$ cat config.mk
export PLATFORM = sky130hd
export DESIGN_NAME = ber_watch
export DESIGN_NICKNAME = d
export VERILOG_FILES = /design/src/rtl/ber_mon_pkg.sv /design/src/rtl/ber_cfg_hold.sv /design/src/rtl/ber_win_timer.sv /design/src/rtl/ber_win_count.sv /design/src/rtl/ber_total_count.sv /design/src/rtl/ber_watch.sv
export SDC_FILE = /design/constraint.sdc
export NUM_CORES = 1
export LEC_CHECK = 0
export ABC_CLOCK_PERIOD_IN_PS = 3100
export BUFFER_PORTS_ARGS = -buffer_cell sky130_fd_sc_hd__clkbuf_2
export CAP_MARGIN = 0
export CORE_MARGIN = 2
export CORE_UTILIZATION = 52
export CTS_CLUSTER_DIAMETER = 120
export DETAILED_ROUTE_END_ITERATION = 8
export PLACE_DENSITY = 0.76
export SLEW_MARGIN = 20
export SYNTH_ARGS = -nofsm -noshare
export SYNTH_HDL_FRONTEND = slang
export SYNTH_SLANG_ARGS = --single-unit
$ cat constraint.sdc
create_clock -name clk -period 3.1 [get_ports clk]
set_input_delay 0.31 -clock clk [delete_from_list [all_inputs] [get_ports clk]]
set_output_delay 0.31 -clock clk [all_outputs]
set_load 0.02 [all_outputs]
$ cat src/rtl/ber_mon_pkg.sv
package ber_mon_pkg;

    localparam int WIN_W = 21;
    localparam int LIM_W = 7;

    // Captured configuration
    typedef struct packed {
        logic [WIN_W-1:0] win;
        logic [LIM_W-1:0] lim;
    } ber_cfg_t;

    // Per-cycle events shared between the sub-blocks
    typedef struct packed {
        logic hit;
        logic expire;
    } ber_evt_t;

    // Window state flag used by the timer
    typedef enum logic {
        WIN_RUN  = 1'b0,
        WIN_LAST = 1'b1
    } win_phase_e;

    // True when the given window length gives a one-cycle window
    function automatic logic win_is_single(input logic [WIN_W-1:0] w);
        return (w <= {{(WIN_W-1){1'b0}}, 1'b1});
    endfunction

    // Add a hit to a count and clamp at the limit
    function automatic logic [LIM_W-1:0] clamp_add(
        input logic [LIM_W-1:0] cnt,
        input logic             hit,
        input logic [LIM_W-1:0] lim
    );
        logic [LIM_W:0] s;
        s = {1'b0, cnt} + {{LIM_W{1'b0}}, hit};
        if (s >= {1'b0, lim})
            return lim;
        return s[LIM_W-1:0];
    endfunction

endpackage

$ cat src/rtl/ber_cfg_hold.sv
module ber_cfg_hold
    import ber_mon_pkg::*;
(
    input  logic             clk,
    input  logic             rst,
    input  logic [WIN_W-1:0] cfg_window,
    input  logic [LIM_W-1:0] cfg_limit,
    output ber_cfg_t         cfg_q
);
    // Configuration is taken only while reset is held
    always_ff @(posedge clk) begin
        if (rst) begin
            cfg_q.win <= cfg_window;
            cfg_q.lim <= cfg_limit;
        end
    end
endmodule

$ cat src/rtl/ber_win_timer.sv
module ber_win_timer
    import ber_mon_pkg::*;
(
    input  logic             clk,
    input  logic             rst,
    input  logic             en,
    input  logic [WIN_W-1:0] win_len,
    output logic             expire
);
    logic [WIN_W-1:0] timer_q;
    win_phase_e       phase;

    always_comb begin
        if (win_is_single(win_len) || (timer_q == win_len - {{(WIN_W-1){1'b0}}, 1'b1}))
            phase = WIN_LAST;
        else
            phase = WIN_RUN;
        expire = en && (phase == WIN_LAST);
    end

    always_ff @(posedge clk) begin
        if (rst || !en)
            timer_q <= '0;
        else if (phase == WIN_LAST)
            timer_q <= '0;
        else
            timer_q <= timer_q + {{(WIN_W-1){1'b0}}, 1'b1};
    end
endmodule

$ cat src/rtl/ber_win_count.sv
module ber_win_count
    import ber_mon_pkg::*;
(
    input  logic             clk,
    input  logic             rst,
    input  logic             en,
    input  ber_evt_t         evt,
    input  logic [LIM_W-1:0] lim,
    output logic [LIM_W-1:0] cnt_q,
    output logic             reach
);
    logic [LIM_W:0] sum;

    always_comb begin
        sum   = {1'b0, cnt_q} + {{LIM_W{1'b0}}, evt.hit};
        reach = en && (sum >= {1'b0, lim});
    end

    always_ff @(posedge clk) begin
        if (rst || !en)
            cnt_q <= '0;
        else if (evt.expire)
            cnt_q <= '0;
        else
            cnt_q <= clamp_add(cnt_q, evt.hit, lim);
    end
endmodule

$ cat src/rtl/ber_total_count.sv
module ber_total_count #(
    parameter int TOTAL_W = 32
) (
    input  logic               clk,
    input  logic               rst,
    input  logic               hit,
    output logic [TOTAL_W-1:0] total_q
);
    localparam logic [TOTAL_W-1:0] TOP_VAL = {TOTAL_W{1'b1}};
    localparam logic [TOTAL_W-1:0] ONE     = {{(TOTAL_W-1){1'b0}}, 1'b1};

    always_ff @(posedge clk) begin
        if (rst)
            total_q <= '0;
        else if (hit && (total_q != TOP_VAL))
            total_q <= total_q + ONE;
    end
endmodule

$ cat src/rtl/ber_watch.sv
module ber_watch
    import ber_mon_pkg::*;
#(
    parameter int TOTAL_W = 32
) (
    input  logic               clk,
    input  logic               rst,
    input  logic               mon_en,
    input  logic               blk_vld,
    input  logic               blk_err,
    input  logic [WIN_W-1:0]   cfg_window,
    input  logic [LIM_W-1:0]   cfg_limit,
    output logic               hi_ber_o,
    output logic [TOTAL_W-1:0] err_total_o
);
    ber_cfg_t         cfg_q;
    ber_evt_t         evt;
    logic             expire;
    logic             reach;
    logic [LIM_W-1:0] win_cnt;
    logic             hi_q;

    ber_cfg_hold u_cfg (
        .clk        (clk),
        .rst        (rst),
        .cfg_window (cfg_window),
        .cfg_limit  (cfg_limit),
        .cfg_q      (cfg_q)
    );

    ber_win_timer u_timer (
        .clk     (clk),
        .rst     (rst),
        .en      (mon_en),
        .win_len (cfg_q.win),
        .expire  (expire)
    );

    always_comb begin
        evt.hit    = blk_vld && blk_err;
        evt.expire = expire;
    end

    ber_win_count u_wcnt (
        .clk   (clk),
        .rst   (rst),
        .en    (mon_en),
        .evt   (evt),
        .lim   (cfg_q.lim),
        .cnt_q (win_cnt),
        .reach (reach)
    );

    ber_total_count #(.TOTAL_W(TOTAL_W)) u_total (
        .clk     (clk),
        .rst     (rst),
        .hit     (evt.hit),
        .total_q (err_total_o)
    );

    // Alarm: set on reach, held to window close, re-judged at close
    always_ff @(posedge clk) begin
        if (rst)
            hi_q <= 1'b0;
        else
            hi_q <= mon_en && (reach || (hi_q && !expire));
    end

    assign hi_ber_o = hi_q;
endmodule

==> impl_metrics.tcl, run 1 <==
set metrics [dict create \
    outcome "finished, violations left" \
    violations "negative setup slack" \
    async_flop_share_pct 0 \
    yosys_warnings 0 \
    diodes 0 \
    syn_nets 533 \
    multi_input_comb_area_um2 2654 \
    setup.worst_path.class "reg -> reg" \
    arrival_ns 3.40 \
    yosys-top-cells-area "dfxtp_1 (25%), edfxtp_1 (18%), xnor2_1 (6.8%)" \
    period_needed_ns 3.168 \
    leakage_nw 2.215 \
    finalNetCount 629 \
    hpwl_um 7782 \
    cts.clk_slew.worst_paths_ns 0.09 \
    grt_pass1_wl_um 17600 \
    slew_headroom_pct 54.77 \
    row_count 35 \
    total_power_mw 2.404 \
    groute.usage.overall_pct 22.02 \
    n_fill_cell 762 \
    worstMarginPinSlew_ns 0.6784 \
    fin_cells 699 \
    whs_ns 0.1165 \
    wl_per_cell_um 15.63 \
    synth_top_area_share_pct 25.47 \
    start_util_pct 52.64 \
    setup_viol 28 \
    period_share_pct 102.2 \
    synth_commonest_cells "dfxtp_1 (61), nor2_1 (47), xnor2_1 (37), xor2_1 (37), nand3_1 (29)" \
    grt_pass1_vias 3681 \
    synth.largest_area_cell "dfxtp_1" \
    clock-skew-final_ns 0.01043 \
    cts_tree "yes" \
    max_cap_viol_count 0 \
    cp-start-kind "flop" \
    hold_viol 0 \
    antenna_found_initial 0 \
    netlist_area_um2 4795 \
    clock_latency_ns 0.36 \
    die_h_um 100.0 \
    dieWidth_um 100.0 \
    cts_buffers 9 \
    synth_cell_types 57 \
    place_congestion 0.9062 \
    rsz0062_at_grt "true" \
    setup_slack_ns -0.06769 \
    drtIter0Drc 192 \
    dr_total_vias 3936 \
    routed_wl_um 10930 \
    cts_sinks 89 \
    top_usage_layer "met2" \
    synth_edf_count 28 \
    yosys_register_bits 89 \
    placedCellCount 671 \
    pre_cts_ws_ns -0.003026 \
    core_um2 9109 \
    seq_area_frac_synth_pct 43.01 \
    critPathMaxFanout 7 \
    first_pass_iters 5 \
    seq_area_um2 2062 \
    crit_path_end_kind "flop" \
    power_density_nw_per_um2 414.9 \
    use_met2_pct 37.73 \
    htree_levels 3 \
    grt_use_met1_pct 27.27 \
    dieArea_um2 10000 \
    drive_gt1_share_pct 27.38 \
    cts-root-buf "clkbuf_8" \
    required_ns 3.33 \
    syn_avg_cell_area_um2 9.845 \
    vias_per_cell 5.631 \
    grt_max_degree 61 \
    post-route-drc-count 0 \
    ir_worst_vdd_uv 241.1 \
    cts_buffer_depth 2 \
    drv_slew 0 \
    met3_usage_pct 5.641 \
    finish.utilization_pct 63.60 \
    yosysMostFrequentCell "dfxtp_1" \
    synth_flop_cell "dfxtp_1" \
    portBuffers 65 \
    design_area_um2 5793 \
    timing.fmax_mhz 315.7 \
    area_delta_synth_final_pct 20.82 \
    hp-class "in -> reg" \
    fin_tns_setup_ns -1.410 \
    drtAntennaViolNets 0 \
    syn_inst 487 \
    grt_overflow_total 0 \
    dpl_cell_area_um2 5381 \
    io_pins 66 \
]
## logic make-up after synthesis
kind of cell | Yosys count | share of synthesized area [%]
xor gates and xnor gates | 74 | 13.52
buffers and inverters | 31 | 2.766
and+or+nand+nor | 219 | 27.45
adders and majority gates | 13 | 3.393
muxes | 9 | 1.905
AOI/OAI and AO/OA | 52 | 7.959
DFF | 89 | 43.01
## cells in the final DEF, fill, tap and decap left out, types with 6 or more instances in the layout
master and n:
and3_1 9, nor3_1 13, buf_4 31, o21ai_0 9, nor2_1 46, clkbuf_8 9
and4_1 7, dfxtp_1 61, nor4_1 11, a21oi_1 17, nand2_1 27, nand3_1 29
nor3_2 21, xnor2_1 37, nor2b_1 6, ha_1 12, xor2_1 37, edfxtp_1 28
mux2i_1 8, inv_1 13, nand4_1 15, clkbuf_2 65
## power breakdown
group | internal, mW | leakage, nW | switching (mW)
clock | 0.476 | 0.118 | 0.427
combinational | 0.106 | 1.33 | 0.126
sequential | 1.24 | 0.766 | 0.0308
total | 1.82 | 2.22 | 0.583
## cell type report
| class | instances | share of cell area [%] |
|---|---|---|
| clock inverter | 4 | 0.9287 |
| inverter | 15 | 0.9719 |
| clock buffer | 12 | 3.067 |
| sequential | 89 | 35.59 |
| tap | 111 | 2.397 |
| timing repair buffer | 101 | 11.23 |
| multi-input combinational | 367 | 45.81 |
## per-layer routing
metal	part of all wire [%]	routed length, um
met1	42	4627
met2	51	5530
met3	5.5	606
met4	1.5	160
met5	0	0
## worst paths after layout
check | from | end | slack (ns) | cells past startpoint
max | u_cfg.cfg_q[8] | u_timer.timer_q[1] | -0.07 | 11
min | cfg_window[15] | u_cfg.cfg_q[22] | 0.12 | 1
max reg2reg | u_cfg.cfg_q[8] | u_timer.timer_q[1] | -0.07 | 11
min reg2reg | hi_ber_o | hi_ber_o | 0.51 | 2
## registers in the layout, indices dropped and copies added (netlist names)
| name | flops |
|---|---|
| u_total.total_q | 32 |
| u_cfg.cfg_q | 28 |
| u_timer.timer_q | 21 |
| u_wcnt.cnt_q | 7 |
| hi_ber_o | 1 |
## what timing repair did
action                     4_1_cts  5_1_grt
setup endpoints to repair        0       29
setup buffers                    0        9
resized for setup                0       12
hold buffers                     0        0
## critical path, stage by stage, from the launching register on
cell       delay (ns)
edfxtp_1         0.42
inv_2            0.10
ha_4             0.14
or4b_4           0.49
o21ai_4          0.17
or4bb_4          0.48
a2111oi_4        0.41
nand4b_4         0.15
nor4_4           0.30
buf_6            0.18
clkbuf_16        0.16
nor3b_1          0.05
(Power assumes the default switching activity.)
==> run 2, diff against run 1 <==
--- a/config.mk
+++ b/config.mk
@@ -13,7 +13,9 @@
 export CTS_CLUSTER_DIAMETER = 120
 export DETAILED_ROUTE_END_ITERATION = 8
 export PLACE_DENSITY = 0.76
+export SKIP_CTS_REPAIR_TIMING = 1
 export SLEW_MARGIN = 20
 export SYNTH_ARGS = -nofsm -noshare
 export SYNTH_HDL_FRONTEND = slang
+export SYNTH_HIERARCHICAL = 1
 export SYNTH_SLANG_ARGS = --single-unit
==> impl_metrics.tcl, run 2 <==
set metrics [dict create \
    outcome "completed" \
    worstMarginPinSlew_ns 0.5921 \
    p_int_mw 1.703 \
    design_area_um2 5595 \
    yosys-top-cells-area "dfxtp_1 (25%), edfxtp_1 (17%), xnor2_1 (7.7%)" \
    rr_startpoint "u_cfg/cfg_q[8]" \
    crit_path_end_kind "flop" \
    placedCellCount 683 \
    row_count 35 \
    netSwitchingPower_mw 0.5720 \
    n_fill_cell 774 \
    p_comb_share_pct 7.7 \
    start_util_pct 53.22 \
    dieWidth_um 101.0 \
    die_h_um 101.0 \
    grt_max_degree 38 \
    critPathMaxFanout 7 \
    p_sw_share_pct 25.14 \
    layout_commonest_cell "clkbuf_2" \
    first_pass_iters 4 \
    largest_reg_flops 32 \
    io_pins 66 \
    power_density_nw_per_um2 406.5 \
    syn_avg_cell_area_um2 9.504 \
    timing.fmax_mhz 340.5 \
    clock_latency_ns 0.35 \
    cts_buffer_depth 2 \
    arrival_ns 3.19 \
    yosys_register_bits 89 \
    cts_buffers 9 \
    seqPwrFrac_pct 56.2 \
    slew_headroom_pct 59.51 \
    synth_cell_types 60 \
    syn_nets 561 \
    drtIter0Drc 126 \
    reg_top3 "u_total/total_q x32, u_cfg/cfg_q x28, u_timer/timer_q x21" \
    cts.clk_slew.worst_paths_ns 0.10 \
    drtAntennaViolNets 0 \
    area_delta_synth_final_pct 14.32 \
    crit_chain "inv_1, ha_1, nor3b_1, buf_4, and3_1, nand3_1, xnor2_2, nor4_2, nand4_1, a21boi_1, or3b_2, nor3_1" \
    routed_wl_um 10940 \
    netlist_area_um2 4895 \
    period_share_pct 94.72 \
    r2r_end "u_wcnt/cnt_q[2]" \
    final_cell_mix "clkbuf_2 (65), dfxtp_1 (61), xnor2_1 (41)" \
    reg2regPathDepth 12 \
    max_cap_viol_count 0 \
    dpl_cell_area_um2 5359 \
    diodes 0 \
    fin_cells 701 \
    grt_overflow_total 0 \
    antenna_found_initial 0 \
    syn_inst 515 \
    hp-class "in -> reg" \
    synth_commonest_cells "dfxtp_1 (61), xnor2_1 (43), a21oi_1 (32)" \
    portBuffers 65 \
    leakage_nw 2.033 \
    finalNetCount 631 \
    post-route-drc-count 0 \
    cts-root-buf "clkbuf_8" \
    hold_viol 0 \
    groute.usage.overall_pct 21.74 \
    htree_levels 3 \
    startpoint "u_cfg/cfg_q[8]" \
    grt_pass1_wl_um 18040 \
    holdPathStages 1 \
    yosysMostFrequentCell "dfxtp_1" \
    cts_sinks 89 \
    hpwl_um 8121 \
    yosys_warnings 6 \
    synth_edf_count 28 \
    period_needed_ns 2.936 \
    setup_viol 0 \
    async_flop_share_pct 0 \
    pwr-share-clk_pct 36.2 \
    critPathSlowestCell "or3b_2" \
    wl_per_cell_um 15.60 \
    core_um2 9196 \
    place_congestion 0.8765 \
    slowest_delay_ns 0.55 \
    setup.worst_path.class "reg -> reg" \
    grt_pass1_vias 4068 \
    dieArea_um2 10210 \
    clock-skew-final_ns 0.01269 \
    seq_area_frac_synth_pct 42.13 \
    cp-start-kind "flop" \
    reg2reg_slack_ns 0.16 \
    required_ns 3.36 \
    drv_slew 0 \
    dr_total_vias 4131 \
    synth_flop_cell "dfxtp_1" \
    crit_end "u_wcnt/cnt_q[2]" \
    cts_tree "yes" \
    top_register "u_total/total_q" \
    ir_worst_vdd_uv 238.3 \
    vias_per_cell 5.893 \
    synth.largest_area_cell "dfxtp_1" \
    synth_top_area_share_pct 24.95 \
    drive_gt1_share_pct 21.19 \
]
==> run 2: changes by cell type in the layout (fill, tap and decap cells not counted), moves of 12 or more <==
| cell | change |
|---|---|
| buf_4 | -17 |
| or4_1 | +13 |
| nor3_1 | +12 |
| xor2_1 | -18 |
| nor2_1 | -20 |
| a21oi_1 | +15 |
==> run 2: power groups by stage <==
stage          Combinational [mW]  Clock [mW]  Sequential, mW
6_report                    0.174       0.823            1.28
5_1_grt                     0.190       0.873            1.28
4_1_cts                     0.167       0.835            1.28
3_5_place_dp                0.166           0            1.31
3_3_place_gp                0.160           0            1.31
2_1_floorplan               0.108           0            1.30
==> run 2: per-stage QoR <==
step	utilization (%)	setup TNS, ns	worst slack, ns	hold WS [ns]	power, mW
6_report	60.84	0	0.1636	0.1244	2.275
5_1_grt	60.84	-0.04041	-0.01962	0.1029	2.347
4_1_cts	60.45	0	0.1517	0.1124	2.282
3_5_place_dp	58.27	0	0.2565	0.4863	1.472
3_3_place_gp	58.27	0	0.3834	0.4783	1.466
2_1_floorplan	-	0	0.3335	0.4089	1.404
==> run 2: layout make-up <==
type	count	area [um2]	area share (%)
Multi-Input combinational cell	392	2711	48.46
Sequential cell	89	2062	36.85
Timing Repair Buffer	79	430.4	7.692
Tap cell	111	138.9	2.482
Clock buffer	10	127.6	2.281
Clock inverter	6	72.57	1.297
Inverter	14	52.55	0.9392
==> run 2: cells by family (layout without fill, tap and decap cells) <==
family                   Yosys count  in the layout  share of synthesized area, %
buffers and inverters             34            109                         3.042
XOR/XNOR                          62             62                         11.09
flip-flops                        89             89                         42.13
adder cells (fa/ha/maj)           13             13                         3.323
AND/OR/NAND/NOR                  236            236                         29.19
multiplexers                       3              3                        0.6646
AO/OA/AOI/OAI                     78             78                         10.56
==> run 2: worst min path at each step <==
stage          slack, ns           startpoint                  end
4_1_cts             0.11       cfg_window[16]      u_cfg/cfg_q[23]
6_report            0.12       cfg_window[16]      u_cfg/cfg_q[23]
3_5_place_dp        0.49  u_total/total_q[15]  u_total/total_q[15]
2_1_floorplan       0.41         cfg_limit[0]       u_cfg/cfg_q[0]
5_1_grt             0.10        cfg_window[4]      u_cfg/cfg_q[11]
3_3_place_gp        0.48  u_total/total_q[23]  u_total/total_q[23]
==> run 2: critical path: cells and delay by family (launching register included) <==
kind / cells / cell delay [ns]
buffers and inverters: 2 / 0.31
adders and majority gates: 1 / 0.23
DFF: 1 / 0.45
xor gates and xnor gates: 1 / 0.20
and+or+nand+nor: 7 / 1.53
AOI/OAI and AO/OA: 1 / 0.10
==> run 2: routing by layer <==
layer / vias to the layer above / GRT usage (%) / wire [um]
li1: 2057 / - / -
met1: 1981 / 26.17 / 4752
met2: 80 / 39.74 / 5682
met3: 13 / 3.467 / 351
met4: 0 / 6.549 / 150
met5: - / 0 / 0
==> run 3, diff against run 2 <==
--- a/config.mk
+++ b/config.mk
@@ -12,7 +12,7 @@
 export CORE_UTILIZATION = 52
 export CTS_CLUSTER_DIAMETER = 120
 export DETAILED_ROUTE_END_ITERATION = 8
-export PLACE_DENSITY = 0.76
+export PLACE_DENSITY_LB_ADDON = 0.25
 export SKIP_CTS_REPAIR_TIMING = 1
 export SLEW_MARGIN = 20
 export SYNTH_ARGS = -nofsm -noshare
==> impl_metrics.tcl, run 3 (synthesis gave the netlist of run 2 again) <==
set metrics [dict create \
    cts-root-buf "clkbuf_8" \
    layout_commonest_cell "clkbuf_2" \
    htree_levels 3 \
    cts_sinks 89 \
    largest_reg_flops 32 \
    setup_slack_ns 0.2850 \
    setup_viol 0 \
    drive_gt1_share_pct 20.92 \
    n_fill_cell 821 \
    seqPwrFrac_pct 58.1 \
    portBuffers 65 \
    required_ns 3.38 \
    grt_overflow_total 0 \
    dieWidth_um 101.0 \
    power_density_nw_per_um2 393.8 \
    period_share_pct 90.81 \
    worstMarginPinSlew_ns 0.7125 \
    die_h_um 101.0 \
    wl_per_cell_um 15.87 \
    cts_buffer_depth 2 \
    critPathMaxFanout 7 \
    ir_worst_vdd_uv 277.2 \
    setup.worst_path.class "reg -> reg" \
    first_pass_iters 4 \
    dr_total_vias 4148 \
    cts.clk_slew.worst_paths_ns 0.10 \
    grt_pass1_vias 3911 \
    p_comb_share_pct 8.0 \
    post-route-drc-count 0 \
    outcome "completed" \
    p_int_mw 1.621 \
    drv_slew 0 \
    period_needed_ns 2.815 \
    top_register "u_total/total_q" \
    groute.usage.overall_pct 22.47 \
    fin_cells 699 \
    r2r_end "u_wcnt/cnt_q[5]" \
    row_count 35 \
    max_cap_viol_count 0 \
    dieArea_um2 10210 \
    io_pins 66 \
    routed_wl_um 11100 \
    hp-start "cfg_window[7]" \
    final_cell_mix "clkbuf_2 (65), dfxtp_1 (61), xnor2_1 (42)" \
    area_delta_synth_final_pct 13.96 \
    grt_max_degree 57 \
    pwr-share-clk_pct 33.9 \
    place_congestion 0.9274 \
    crit_path_end_kind "flop" \
    reg_top3 "u_total/total_q x32, u_cfg/cfg_q x28, u_timer/timer_q x21" \
    placedCellCount 681 \
    vias_per_cell 5.934 \
    timing.fmax_mhz 355.2 \
    start_util_pct 53.22 \
    drtIter0Drc 165 \
    diodes 0 \
    slew_headroom_pct 52.13 \
    hold_path_end "u_cfg/cfg_q[14]" \
    hold_viol 0 \
    hp-class "in -> reg" \
    antenna_found_initial 0 \
    reg2reg_slack_ns 0.28 \
    clock_latency_ns 0.37 \
    grt_pass1_wl_um 18310 \
    cts_tree "yes" \
    clock-skew-final_ns 0.01486 \
    finalNetCount 629 \
    holdPathStages 1 \
    p_sw_share_pct 26.22 \
    netSwitchingPower_mw 0.5759 \
    rr_startpoint "u_cfg/cfg_q[10]" \
    total_power_mw 2.197 \
    cts_buffers 9 \
    reg2regPathDepth 9 \
    hpwl_um 8098 \
    cp-start-kind "flop" \
    core_um2 9196 \
    pre_cts_ws_ns 0.2005 \
    drtAntennaViolNets 0 \
    arrival_ns 3.09 \
    leakage_nw 2.007 \
]
[run 3: cell type report]
| cell class | instances | area [um2] | area share (%) |
|---|---|---|---|
| clock inverters | 6 | 51.30 | 0.9197 |
| inverters | 14 | 52.55 | 0.9421 |
| repair buffers | 77 | 427.9 | 7.672 |
| well taps | 111 | 138.9 | 2.490 |
| multi-input cells | 392 | 2718 | 48.72 |
| clock buffers | 10 | 127.6 | 2.288 |
| flip-flops and latches | 89 | 2062 | 36.97 |
[run 3: routing by layer]
metal	vias up	global-route usage [%]	share of wire, %
met2	95	39.74	51
li1	2053	-	-
met1	1986	26.77	43
met4	0	6.237	1.1
met5	-	0	0
met3	14	6.172	5.0
[run 3: worst max-delay path by stage]
stage	start	end	slack, ns	cells after the start
after floorplan	u_cfg/cfg_q[7]	u_wcnt/cnt_q[1]	0.33	12
after global placement	u_cfg/cfg_q[10]	u_wcnt/cnt_q[5]	0.31	9
after detailed placement	u_cfg/cfg_q[7]	u_wcnt/cnt_q[2]	0.20	12
after CTS	u_cfg/cfg_q[7]	u_wcnt/cnt_q[5]	0.14	12
after global routing	u_cfg/cfg_q[8]	hi_ber_o	-0.002	12
final	u_cfg/cfg_q[10]	u_wcnt/cnt_q[5]	0.28	9
[run 3: power by group through the flow]
| stage | sequential [mW] | combinational, mW | clock [mW] |
|---|---|---|---|
| final | 1.28 | 0.177 | 0.744 |
| after global routing | 1.28 | 0.194 | 0.817 |
| after CTS | 1.28 | 0.169 | 0.764 |
| after detailed placement | 1.30 | 0.168 | 0 |
| after global placement | 1.30 | 0.160 | 0 |
| after floorplan | 1.30 | 0.108 | 0 |
[run 3: stage by stage]
step                      utilization [%]    TNS, ns  cell area (um2)  hold slack (ns)
final                               60.65          0             5578           0.1097
after floorplan                         -          0             4895           0.4089
after detailed placement            58.24          0             5356           0.4888
after global placement              58.24          0             5356           0.4787
after global routing                60.65  -0.001892             5578          0.07811
after CTS                           60.19          0             5535          0.09028
[run 3: worst max-delay path, cell delays in order, from the launching register on]
cell      delay, ns
edfxtp_1       0.52
or4_4          0.60
o31ai_2        0.23
a21oi_1        0.11
nor3_2         0.26
nor4_2         0.06
nand4_1        0.20
a21boi_1       0.12
or3b_4         0.43
nor3_1         0.20
